## config.mk

```make
export PLATFORM = sky130hd
export DESIGN_NAME = prof_rec_parser
export DESIGN_NICKNAME = d
export VERILOG_FILES = /design/src/rtl/prof_rec_parser.sv
export SDC_FILE = /design/constraint.sdc
export NUM_CORES = 1
export LEC_CHECK = 0
export ABC_AREA = 1
export CAP_MARGIN = 20
export CORE_AREA = 5 5 157 159
export DETAILED_ROUTE_END_ITERATION = 10
export DIE_AREA = 0 0 162 164
export GPL_TIMING_DRIVEN = 0
export MAX_ROUTING_LAYER = met4
export PLACE_DENSITY = 0.61
export SLEW_MARGIN = 20
export SYNTH_ARGS = -nofsm -noshare
export SYNTH_HDL_FRONTEND = slang
export SYNTH_SLANG_ARGS = --single-unit
```

## constraint.sdc

```tcl
create_clock -name clk -period 3.2 [get_ports clk]
set_input_delay 0.64 -clock clk [delete_from_list [all_inputs] [get_ports clk]]
set_output_delay 0.64 -clock clk [all_outputs]
set_load 0.05 [all_outputs]
```

## src/rtl/prof_rec_parser.sv

```systemverilog
`timescale 1ns/1ps
module prof_rec_parser #(
  parameter int PH_W  = 14,
  parameter int AMP_W = 10
) (
  input  logic             clk,
  input  logic             rst_n,
  input  logic             in_valid,
  input  logic [7:0]       in_byte,
  output logic             wr_en,
  output logic             wr_chan,
  output logic [15:0]      wr_addr,
  output logic [31:0]      wr_freq,
  output logic [PH_W-1:0]  wr_phase,
  output logic [AMP_W-1:0] wr_amp,
  output logic [7:0]       wr_dwell,
  output logic             syn_err,
  output logic             pair_err
);
  localparam int CMD_END = 7;
  localparam int REC_END = 21;
  localparam int NIBS    = 18;

  typedef enum logic [1:0] {S_IDLE, S_CMD, S_REC, S_SKIP} st_t;

  st_t             st;
  logic [4:0]      pos;
  logic [4*NIBS-1:0] sh;
  logic            armed, sel_q, ch_q, have0;
  logic [15:0]     addr_q, a0;
  logic [7:0]      d0;

  logic       hv, is_term, is_t;
  logic [3:0] nib;

  always_comb begin
    hv  = 1'b1;
    nib = 4'd0;
    if (in_byte >= "0" && in_byte <= "9")      nib = 4'(in_byte - "0");
    else if (in_byte >= "a" && in_byte <= "f") nib = 4'(in_byte - "a" + 8'd10);
    else if (in_byte >= "A" && in_byte <= "F") nib = 4'(in_byte - "A" + 8'd10);
    else hv = 1'b0;
  end

  assign is_term = (in_byte == 8'h0d) || (in_byte == 8'h0a);
  assign is_t    = (in_byte == "t") || (in_byte == "T");

  logic in_cmd, exp_chan, exp_sp, exp_comma, exp_term, exp_hex, good;
  assign in_cmd    = (st == S_CMD);
  assign exp_chan  = in_cmd && pos == 5'd1;
  assign exp_sp    = in_cmd && pos == 5'd2;
  assign exp_term  = in_cmd ? (pos == 5'(CMD_END)) : (pos == 5'(REC_END));
  assign exp_comma = !in_cmd && (pos == 5'd8 || pos == 5'd13 || pos == 5'd18);
  assign exp_hex   = !exp_chan && !exp_sp && !exp_term && !exp_comma;
  assign good = (exp_term && is_term) || (exp_hex && hv) ||
                (exp_comma && in_byte == ",") || (exp_sp && in_byte == " ") ||
                (exp_chan && (in_byte == "0" || in_byte == "1"));

  logic unused_bits;
  assign unused_bits = ^{sh[39:24+PH_W], sh[23:8+AMP_W]};

  always_ff @(posedge clk) begin
    if (!rst_n) begin
      st <= S_IDLE; pos <= '0; sh <= '0;
      armed <= 1'b0; sel_q <= 1'b0; ch_q <= 1'b0; have0 <= 1'b0;
      addr_q <= '0; a0 <= '0; d0 <= '0;
      wr_en <= 1'b0; wr_chan <= 1'b0; wr_addr <= '0; wr_freq <= '0;
      wr_phase <= '0; wr_amp <= '0; wr_dwell <= '0;
      syn_err <= 1'b0; pair_err <= 1'b0;
    end else begin
      wr_en <= 1'b0; syn_err <= 1'b0; pair_err <= 1'b0;
      if (in_valid) begin
        case (st)
          S_IDLE:
            if (is_t) begin
              st <= S_CMD; pos <= 5'd1;
            end else if (armed && hv) begin
              st <= S_REC; pos <= 5'd1; sh <= {sh[4*NIBS-5:0], nib};
            end else if (!is_term) begin
              syn_err <= 1'b1; armed <= 1'b0; st <= S_SKIP;
            end
          S_SKIP:
            if (is_term) st <= S_IDLE;
          default:
            if (!good) begin
              syn_err <= 1'b1; armed <= 1'b0;
              st <= is_term ? S_IDLE : S_SKIP;
            end else if (exp_term) begin
              st <= S_IDLE;
              if (in_cmd) begin
                armed <= 1'b1; ch_q <= sel_q; addr_q <= sh[15:0];
              end else begin
                armed    <= 1'b0;
                wr_en    <= 1'b1;
                wr_chan  <= ch_q;
                wr_addr  <= addr_q;
                wr_freq  <= sh[71:40];
                wr_phase <= sh[24 +: PH_W];
                wr_amp   <= sh[8 +: AMP_W];
                wr_dwell <= sh[7:0];
                if (!ch_q) begin
                  a0 <= addr_q; d0 <= sh[7:0]; have0 <= 1'b1;
                end else begin
                  pair_err <= have0 && (a0 != addr_q || d0 != sh[7:0]);
                  have0    <= 1'b0;
                end
              end
            end else begin
              pos <= pos + 5'd1;
              if (exp_hex) sh <= {sh[4*NIBS-5:0], nib};
              if (exp_chan) sel_q <= in_byte[0];
            end
        endcase
      end
    end
  end
endmodule

```

; ---- Word-level counts from Yosys, hierarchy flattened
; Index checks and enable logic that the tools add are counted.
[word_totals]
output_inout_bits = 84
ff_bits = 207
[classes]
reduce_logical = 46
order_cmp = 6
bitwise_logic = 8
n_addsub = 6
eq_ne = 29
muxes = 40
[op_table]
columns = cell, count
row1 = 72-bit 2-to-1 mux, 5
row2 = 72-bit case mux with 2 select lines, 1
row3 = 8-bit by 6-bit equality test with 1-bit output (second input constant), 4
row4 = 5-bit 2-to-1 mux, 4
row5 = 5-bit AND reduction, 4
row6 = 8-bit by 4-bit equality test with 1-bit output (second input constant), 2
row7 = 8-bit by 7-bit equality test with 1-bit output (second input constant), 2
row8 = 8-bit by 7-bit greater-or-equal comparator with 1-bit output (second input constant), 2
row9 = 8-bit by 7-bit less-or-equal comparator with 1-bit output (second input constant), 2
row10 = 1-bit logical AND, 16
row11 = 1-bit 2-to-1 mux, 16
row12 = 16-bit != test, 1
row13 = 2-bit 2-to-1 mux, 7
row14 = 4-bit 2-to-1 mux, 3
row15 = 6-bit AND reduction, 2
row16 = 4-bit by 1-bit subtractor with 4-bit output (second input constant), 3
row17 = 5-bit by 4-bit equality test with 1-bit output (second input constant), 2
row18 = 5-bit equality test (second input constant), 2
row19 = 1-bit logical OR, 10
row20 = 2-bit != test (second input constant), 5
row21 = 5-bit case mux with 2 select lines, 1
row22 = 4-bit adder (second input constant), 2
row23 = 8-bit by 6-bit greater-or-equal comparator with 1-bit output (second input constant), 1
row24 = 8-bit by 6-bit less-or-equal comparator with 1-bit output (second input constant), 1
row25 = other kinds (24), 37

; ---- Depth between registers and ports, before layout
; Gate-level depths: netlist of run 1.
[logic_depth]
word_depth = 13
depth_mapped = 16

; ---- Least setup slack after synthesis of run 1
; OpenSTA, ideal clock, no wires.
[synth_timing]
path_kind = input to register
startpoint = input port in_byte[0]
endpoint = register wr_addr[13]
required_ns = 3.081
setup_slack_ns = 1.032
path_stages = 14
setup_time_ns = 0.119
t_arrival_ns = 2.049
path_buffers = 2
cell_sequence = inv_1 ha_1 inv_1 nand3_1 nand2_1 nand2_1 nand2_2 nand3_4 nand3_4 inv_2 buf_8 buf_8 o21ai_1 a21oi_1
[synth_between]
elab_chain_cells = 11
word_cells_on_any_way = 30
[synth_lines]
columns = element, line
row1 = "start, declared", 9  ; input logic [7:0] in_byte,
row2 = 8-bit by 7-bit greater-or-equal comparator with 1-bit output or 8-bit by 7-bit less-or-equal comparator with 1-bit output (tied branches), 41  ; else if (in_byte >= "A" && in_byte <= "F") nib = 4'(in_byte - "A" + 8'd10);
row3 = 1-bit logical AND, 41
row4 = 1-bit 2-to-1 mux, 41
row5 = 1-bit 2-to-1 mux, 40  ; else if (in_byte >= "a" && in_byte <= "f") nib = 4'(in_byte - "a" + 8'd10);
row6 = 1-bit 2-to-1 mux, 39  ; if (in_byte >= "0" && in_byte <= "9") nib = 4'(in_byte - "0");
row7 = 1-bit logical AND, 55  ; assign good = (exp_term && is_term) || (exp_hex && hv) ||
row8 = 1-bit logical OR (2 in a row), 55
row9 = 1-bit logical OR, 56  ; (exp_comma && in_byte == ",") || (exp_sp && in_byte == " ") ||
row10 = 1-bit logical OR *, 56
row11 = 5-bit AND reduction (no source line) *, --
row12 = "end signal, assigned", 96  ; wr_addr <= addr_q;
row13 = "end, declared", 12  ; output logic [15:0] wr_addr,
; Mark *: on every way between the ends. The rest lies on a longest branch, timed or not.
; A chain may end at the register's enable or synchronous reset.

; ---- Worst setup path after layout of run 1
[layout_timing]
startpoint = input port in_byte[0]
endpoint = register sh[3]
[layout_between]
elab_chain_cells = 12
word_cells_on_any_way = 51
[layout_lines]
columns = element, line
row1 = "parallel branches: the longest is 12 deep, another holds 4-bit by 1-bit subtractor with 4-bit output", --
row2 = "end signal, assigned", 110  ; if (exp_hex) sh <= {sh[4*NIBS-5:0], nib};
row3 = "end, declared", 28  ; logic [4*NIBS-1:0] sh;
; Several ways; the timed one is not identified. The select of a mux whose other input is x is not followed.

==> out/results.ini, run 1 <==
[power_and_ir_drop]
finalPower_w=0.00612
p_seq_share_pct=45.9
p_per_area_nw_per_um2=578
p_clk_share_pct=42.0
power.internal_w=0.00451
comb_power_share_pct=12.0
peakVddDrop_uv=312
p_switching_w=0.00161
total_leakage_power_nw=4.68
switching_share_pct=26.3

[route]
vias_per_cell=4.63
drt-pass1-iter-count=5
dr_total_vias=7375
post-route-drc-count=0
detail_route.wirelength_microns=22000
antenna_left=0
drtIter0Drc=399
wl_per_cell_microns=13.8

[clock_tree]
cts_tree=done
h-tree-depth=1
clk_latency_ps=510
cts-root-buf=clkbuf_16
cts-resized-gates=0
holdBufCountCts=0
clock_path_buffers=3
cts_inserted_buffers=23
clkSlewWorstSetupHoldPaths_ps=60
cts_setup_buffers=0
cts_sinks=207

[logic_synthesis]
synth_most_common_cell=nand2_1
synth_ff_type=dfxtp_1
syn-cell-area_sq_um=8560
ys_seq_area_share_pct=48.4
syn_nets=1192
netlist_top_cells_count=nand2_1 (269), dfxtp_1 (207), nor2_1 (178), a21oi_1 (128), inv_1 (124)
synth_top_area_share_pct=48.4
syn_area_per_cell_sq_um=7.32
syn-instance-count=1169
netlist_top_cells_area=dfxtp_1 (48%), nand2_1 (12%), nor2_1 (7.8%), a21oi_1 (7.5%), inv_1 (5.4%)
yosys_warnings=0
yosys_register_bits=207
synth_edf_count=0
async_flop_share_pct=0
synthDistinctLibCells=31
yosysTopAreaCell=dfxtp_1

[setup_path]
end_kind=flip-flop
worst-setup-path-type=input pin to flip-flop
cp_max_fo=10
required_ps=3600
arrival_ps=3210
cp-start-kind=input pin

[sta]
slew_violations=0
final_hold_viol_count=0
max_freq_mhz=355
setup_viol=0
layout_min_cycle_time_ps=2810
setup-tns-final_ps=0
layout_setup_ws_ps=387
slew-limit-headroom_pct=57.3
worstMarginPinSlew_ps=641
post-route-period-util_pct=87.9
rsz0062_at_grt=no
skew_ps=14.1

[placed_design]
dp_cells=1552
numPortBuffers=93
dp_hpwl_microns=15600
gp_congestion=0.852
place_area_sq_um=9850
pre_cts_slack_ps=-170

[final_layout]
drive_gt1_share_pct=6.99
num_antenna_cells=0
multi_input_area_sq_um=3540
fin_nets=1310
fin_cells=1592
design_area_sq_um=10600
areaGrowthSynthToFinish_pct=23.7
fill_cells=2370
register_area_sq_um=4140

[grt]
grt_overflow=0
grt_max_degree=14
grt_pass1_vias=6892
grt_pass1_wl_microns=35500
antenna_found_initial=0
grtUsageTotal_pct=16.8

[floorplan]
ioPinCount=95
die_area_sq_um=26600
start_util_pct=37.0
die_w_microns=162
die_h_microns=164
fp-row-count=56
core_area_sq_um=23100

[run]
cap_violations=0

[outcome]
status=completed

[hold_path]
hp-class=flip-flop to flip-flop

[flip-flops by register name, summed over array words and instances (netlist names)]
register / flops
armed: 1
pos: 5
sh: 72
wr_addr: 16
wr_en: 1
wr_dwell: 8
pair_err: 1
wr_chan: 1
a0: 16
st: 2
ch_q: 1
wr_freq: 32
d0: 8
have0: 1
syn_err: 1
wr_phase: 14
wr_amp: 10
addr_q: 16
sel_q: 1
[power by group through the flow]
stage	clock network (W)	registers, W	logic (W)
floorplan	0	0.00284	0.000555
global placement	0	0.00286	0.000732
detailed placement	0	0.00286	0.000736
CTS	0.00263	0.00281	0.000741
global route	0.00274	0.00282	0.000862
finish	0.00257	0.00281	0.000737
[path summary, 6_finish.rpt]
kind	startpoint	to	slack, ps	cells after the start
hold reg to reg	a0[0]$_SDFFE_PN0P_	a0[0]$_SDFFE_PN0P_	460	2
setup reg to reg	st[1]$_SDFFE_PN0P_	sh[3]$_SDFFE_PN0P_	560	15
setup / recovery	in_byte[0]	sh[3]$_SDFFE_PN0P_	390	13
hold / removal	a0[0]$_SDFFE_PN0P_	a0[0]$_SDFFE_PN0P_	460	2
[cells by family after synthesis]
logic type / share of synthesized area (%)
adder cells (fa/ha/maj): 1.75
buffers and inverters: 10.2
AND/OR/NAND/NOR: 24.0
flip-flops: 48.4
AO/OA/AOI/OAI: 13.6
XOR/XNOR: 2.05
[metal layers]
metal | global-route usage, % | part of all wire [%] | up-vias
met2 | 26.8 | 45 | 132
met1 | 22.5 | 49 | 3294
met5 | - | 0 | -
met3 | 2.56 | 3.9 | 41
li1 | - | - | 3908
met4 | 4.54 | 2.6 | 0
[cell usage in the layout (no fill, tap or decap), types with 5 or more instances in the layout]
cell	count
nand2_1	269
dfxtp_1	207
nor2_1	178
a21oi_1	128
inv_1	124
clkdlybuf4s50_1	93
o21ai_1	51
o21ai_0	49
clkbuf_1	31
nand3_1	24
clkbuf_16	23
buf_2	20
xnor2_1	12
ha_1	12
nand4_1	10
buf_4	8
xor2_1	8
nor3_1	7
buf_8	6
inv_2	5
nor2_2	5
clkinv_2	5
[worst max-delay path: stages]
cell and delay, ps:
clkdlybuf4s50_1 600, inv_1 100, ha_1 240, nand3_1 90
nand3_1 140, nand2_1 150, nand2_1 90, nand2_1 140
nand4_2 310, buf_4 320, buf_6 170, o21bai_1 160
nor2_1 50
[metrics by stage]
| stage | utilization (%) | hold WS [ps] |
|---|---|---|
| after floorplan | - | 430 |
| after global placement | 42.6 | 445 |
| after detailed placement | 42.6 | 446 |
| after CTS | 45.8 | 455 |
| after global routing | 45.8 | 477 |
| final | 45.8 | 457 |
[area by class of cell]
class / instances / share of cell area (%)
buffer: 63 / 3.62
tap: 290 / 3.43
sequential: 207 / 39.2
timing repair buffer: 93 / 8.80
inverter: 130 / 4.61
clock inverter: 8 / 0.887
clock buffer: 32 / 6.04
multi-input combinational: 769 / 33.5
No activity file was read; power rests on OpenSTA's default activity.
==> run 2, diff against run 1 <==
--- a/config.mk
+++ b/config.mk
@@ -7,12 +7,14 @@
 export LEC_CHECK = 0
 export ABC_AREA = 1
 export CAP_MARGIN = 20
-export CORE_AREA = 5 5 157 159
+export CELL_PAD_IN_SITES_DETAIL_PLACEMENT = 2
+export CELL_PAD_IN_SITES_GLOBAL_PLACEMENT = 2
+export CORE_AREA = 5 5 163 165
 export DETAILED_ROUTE_END_ITERATION = 10
-export DIE_AREA = 0 0 162 164
+export DIE_AREA = 0 0 168 170
 export GPL_TIMING_DRIVEN = 0
 export MAX_ROUTING_LAYER = met4
-export PLACE_DENSITY = 0.61
+export PLACE_DENSITY_LB_ADDON = 0.1
 export SLEW_MARGIN = 20
 export SYNTH_ARGS = -nofsm -noshare
 export SYNTH_HDL_FRONTEND = slang
==> out/results.ini, run 2 (same netlist as run 1, synthesis figures left out) <==
[sta]
hold_ws_ps=461  ; was 457 ps
layout_min_cycle_time_ps=2940  ; was 2810 ps
setup_viol=0  ; unchanged
post-route-period-util_pct=91.7  ; was 87.9%
rsz0062_at_grt=no  ; unchanged
slew_violations=0  ; unchanged
max_freq_mhz=341  ; was 355 MHz
slew-limit-headroom_pct=50.7  ; was 57.3%
final_hold_viol_count=0  ; unchanged
worstMarginPinSlew_ps=740  ; was 641 ps
skew_ps=18.6  ; was 14.1 ps

[power_and_ir_drop]
total_leakage_power_nw=4.70  ; was 4.68 nW
peakVddDrop_uv=317  ; was 312 uV
p_per_area_nw_per_um2=594  ; was 578 nW/um^2
finalPower_w=0.00636  ; was 0.00612 W

[floorplan]
core_area_sq_um=24900  ; was 23100 sq um
fp-row-count=58  ; was 56
die_w_microns=168  ; was 162 microns
start_util_pct=34.4  ; was 37.0%
ioPinCount=95  ; unchanged
die_area_sq_um=28600  ; was 26600 sq um
die_h_microns=170  ; was 164 microns

[final_layout]
final_cell_mix=nand2_1 (269), dfxtp_1 (207), nor2_1 (178), a21oi_1 (128), inv_1 (124)  ; unchanged
largest_reg_flops=72  ; unchanged
fill_cells=2935  ; was 2370
finalCoreUtilization_pct=43.0  ; was 45.8%
num_antenna_cells=0  ; unchanged
areaGrowthSynthToFinish_pct=25.1  ; was 23.7%
fin_nets=1312  ; was 1310
layout_commonest_cell=nand2_1  ; unchanged
top_regs=sh: 72 flops, wr_freq: 32 flops  ; unchanged
top_register=sh  ; unchanged
drive_gt1_share_pct=7.26  ; was 6.99%

[setup_path]
cp_max_fo=10  ; unchanged
ff2ff_path_depth=13  ; was 15
path_delay_family=buffers and inverters  ; unchanged
worst-setup-path-type=input pin to flip-flop  ; unchanged
cp-start-kind=input pin  ; unchanged
end_kind=flip-flop  ; unchanged
critPathMostFrequentCell=nand2_1  ; unchanged
arrival_ps=3350  ; was 3210 ps
worstPathCellList=clkdlybuf4s50_1 -> inv_1 -> ha_1 -> nand3_1 -> nand3_1 -> nand2_1 -> nand2_1 -> nand2_1 -> nand4_4 -> buf_4 -> buf_4 -> nor2_1 -> nor2_1  ; was clkdlybuf4s50_1 -> inv_1 -> ha_1 -> nand3_1 -> nand3_1 -> nand2_1 -> nand2_1 -> nand2_1 -> nand4_2 -> buf_4 -> buf_6 -> o21bai_1 -> nor2_1
required_ps=3620  ; was 3600 ps
critPathSlowestCell=clkdlybuf4s50_1  ; unchanged
critPathBufInv=4  ; unchanged
crit_cells=13  ; unchanged
max_stage_delay_ps=690  ; was 600 ps

[grt]
antenna_found_initial=0  ; unchanged
grtUsageTotal_pct=20.2  ; was 16.8%
grt_pass1_wl_microns=46000  ; was 35500 microns
grt_max_degree=14  ; unchanged
grt_pass1_vias=8688  ; was 6892
grt_overflow=0  ; unchanged

[outcome]
status=completed  ; unchanged

[route]
dr_total_vias=7933  ; was 7375
wl_per_cell_microns=17.1  ; was 13.8 microns
drtIter0Drc=251  ; was 399
drt-pass1-iter-count=4  ; was 5
antenna_left=0  ; unchanged
detail_route.wirelength_microns=28000  ; was 22000 microns
post-route-drc-count=0  ; unchanged
vias_per_cell=4.84  ; was 4.63

[clock_tree]
clk_latency_ps=530  ; was 510 ps
cts_setup_buffers=0  ; unchanged
cts_tree=done  ; unchanged
h-tree-depth=1  ; unchanged
clkSlewWorstSetupHoldPaths_ps=60  ; about the same
cts_inserted_buffers=25  ; was 23
clock_path_buffers=3  ; unchanged
cts-root-buf=clkbuf_16  ; unchanged
cts_sinks=207  ; unchanged

[run]
cap_violations=0  ; unchanged

[placed_design]
gp_congestion=0.813  ; was 0.852
dp_hpwl_microns=19800  ; was 15600 microns
numPortBuffers=93  ; unchanged

[hold_path]
hp-class=flip-flop to flip-flop  ; unchanged
min_path_cells=2  ; unchanged

-- run 2: cell count changes in the layout (fill, tap and decap cells not counted), sizes merged --
cell      delta
bufinv       -2
clkbuf      +10
clkinv       -3
clkinvlp     +1
-- run 2: layout make-up --
type                       count  area [sq um]  share of cell area (%)
sequential                   207          4140                    38.7
multi-input combinational    769          3550                    33.2
timing repair buffer          93           931                    8.69
clock buffer                  42           759                    7.09
inverter                     130           488                    4.56
tap                          330           413                    3.86
buffer                        63           385                    3.60
clock inverter                 4          37.5                   0.351
-- run 2: worst paths after layout --
check / startpoint / slack, ps / to
worst max-delay path: in_byte[0] / 260 / sh[50]$_SDFFE_PN0P_
worst min-delay path: sh[70]$_SDFFE_PN0P_ / 460 / wr_freq[30]$_SDFFE_PN0P_
worst max register to register: st[1]$_SDFFE_PN0P_ / 530 / wr_freq[11]$_SDFFE_PN0P_
worst min register to register: sh[70]$_SDFFE_PN0P_ / 460 / wr_freq[30]$_SDFFE_PN0P_
-- run 2: power by group --
part	total, W	leakage (nW)	internal, W	switching, W
sequential	0.00282	1.68	0.00272	0.000101
combinational	0.000793	2.64	0.000245	0.000548
clock	0.00275	0.388	0.00162	0.00113
-- run 2: repair_timing --
action	4_1_cts	5_1_grt
endpoints found under the setup margin	0	5
hold buffers	0	0
endpoints found under the hold margin	0	0
resized for setup	0	5
-- run 2: layer usage --
| metal | track usage [%] | wire length (microns) | up-vias |
|---|---|---|---|
| met5 | - | 0 | - |
| met3 | 2.30 | 893 | 27 |
| met2 | 35.4 | 13900 | 104 |
| met4 | 3.49 | 296 | 0 |
| li1 | - | - | 3902 |
| met1 | 25.5 | 12900 | 3900 |
-- run 2: worst min-delay path: cells and delay by family, from the launching register on --
| family | cells | cell delay (ps) |
|---|---|---|
| buffers and inverters | 1 | 60 |
| flip-flops | 1 | 300 |
| AO/OA/AOI/OAI | 1 | 60 |
-- run 2: through the flow --
step	cells	setup TNS [ps]	setup slack, ps	instance area [sq um]
floorplan	1169	0	1030	8560
global placement	1592	-33800	-306	9900
detailed placement	1592	-42760	-392	9900
CTS	1638	0	127	10700
global route	1638	0	85.9	10700
finish	1638	0	265	10700
==> run 3, diff against run 2 <==
--- a/config.mk
+++ b/config.mk
@@ -10,11 +10,14 @@
 export CELL_PAD_IN_SITES_DETAIL_PLACEMENT = 2
 export CELL_PAD_IN_SITES_GLOBAL_PLACEMENT = 2
 export CORE_AREA = 5 5 163 165
+export CTS_CLUSTER_DIAMETER = 150
 export DETAILED_ROUTE_END_ITERATION = 10
 export DIE_AREA = 0 0 168 170
 export GPL_TIMING_DRIVEN = 0
+export HOLD_SLACK_MARGIN = 0.05
 export MAX_ROUTING_LAYER = met4
 export PLACE_DENSITY_LB_ADDON = 0.1
+export SKIP_LAST_GASP = 1
 export SLEW_MARGIN = 20
 export SYNTH_ARGS = -nofsm -noshare
 export SYNTH_HDL_FRONTEND = slang
==> results of run 3 <==
The final DEF is identical to that of run 2; final timing and power are the same.
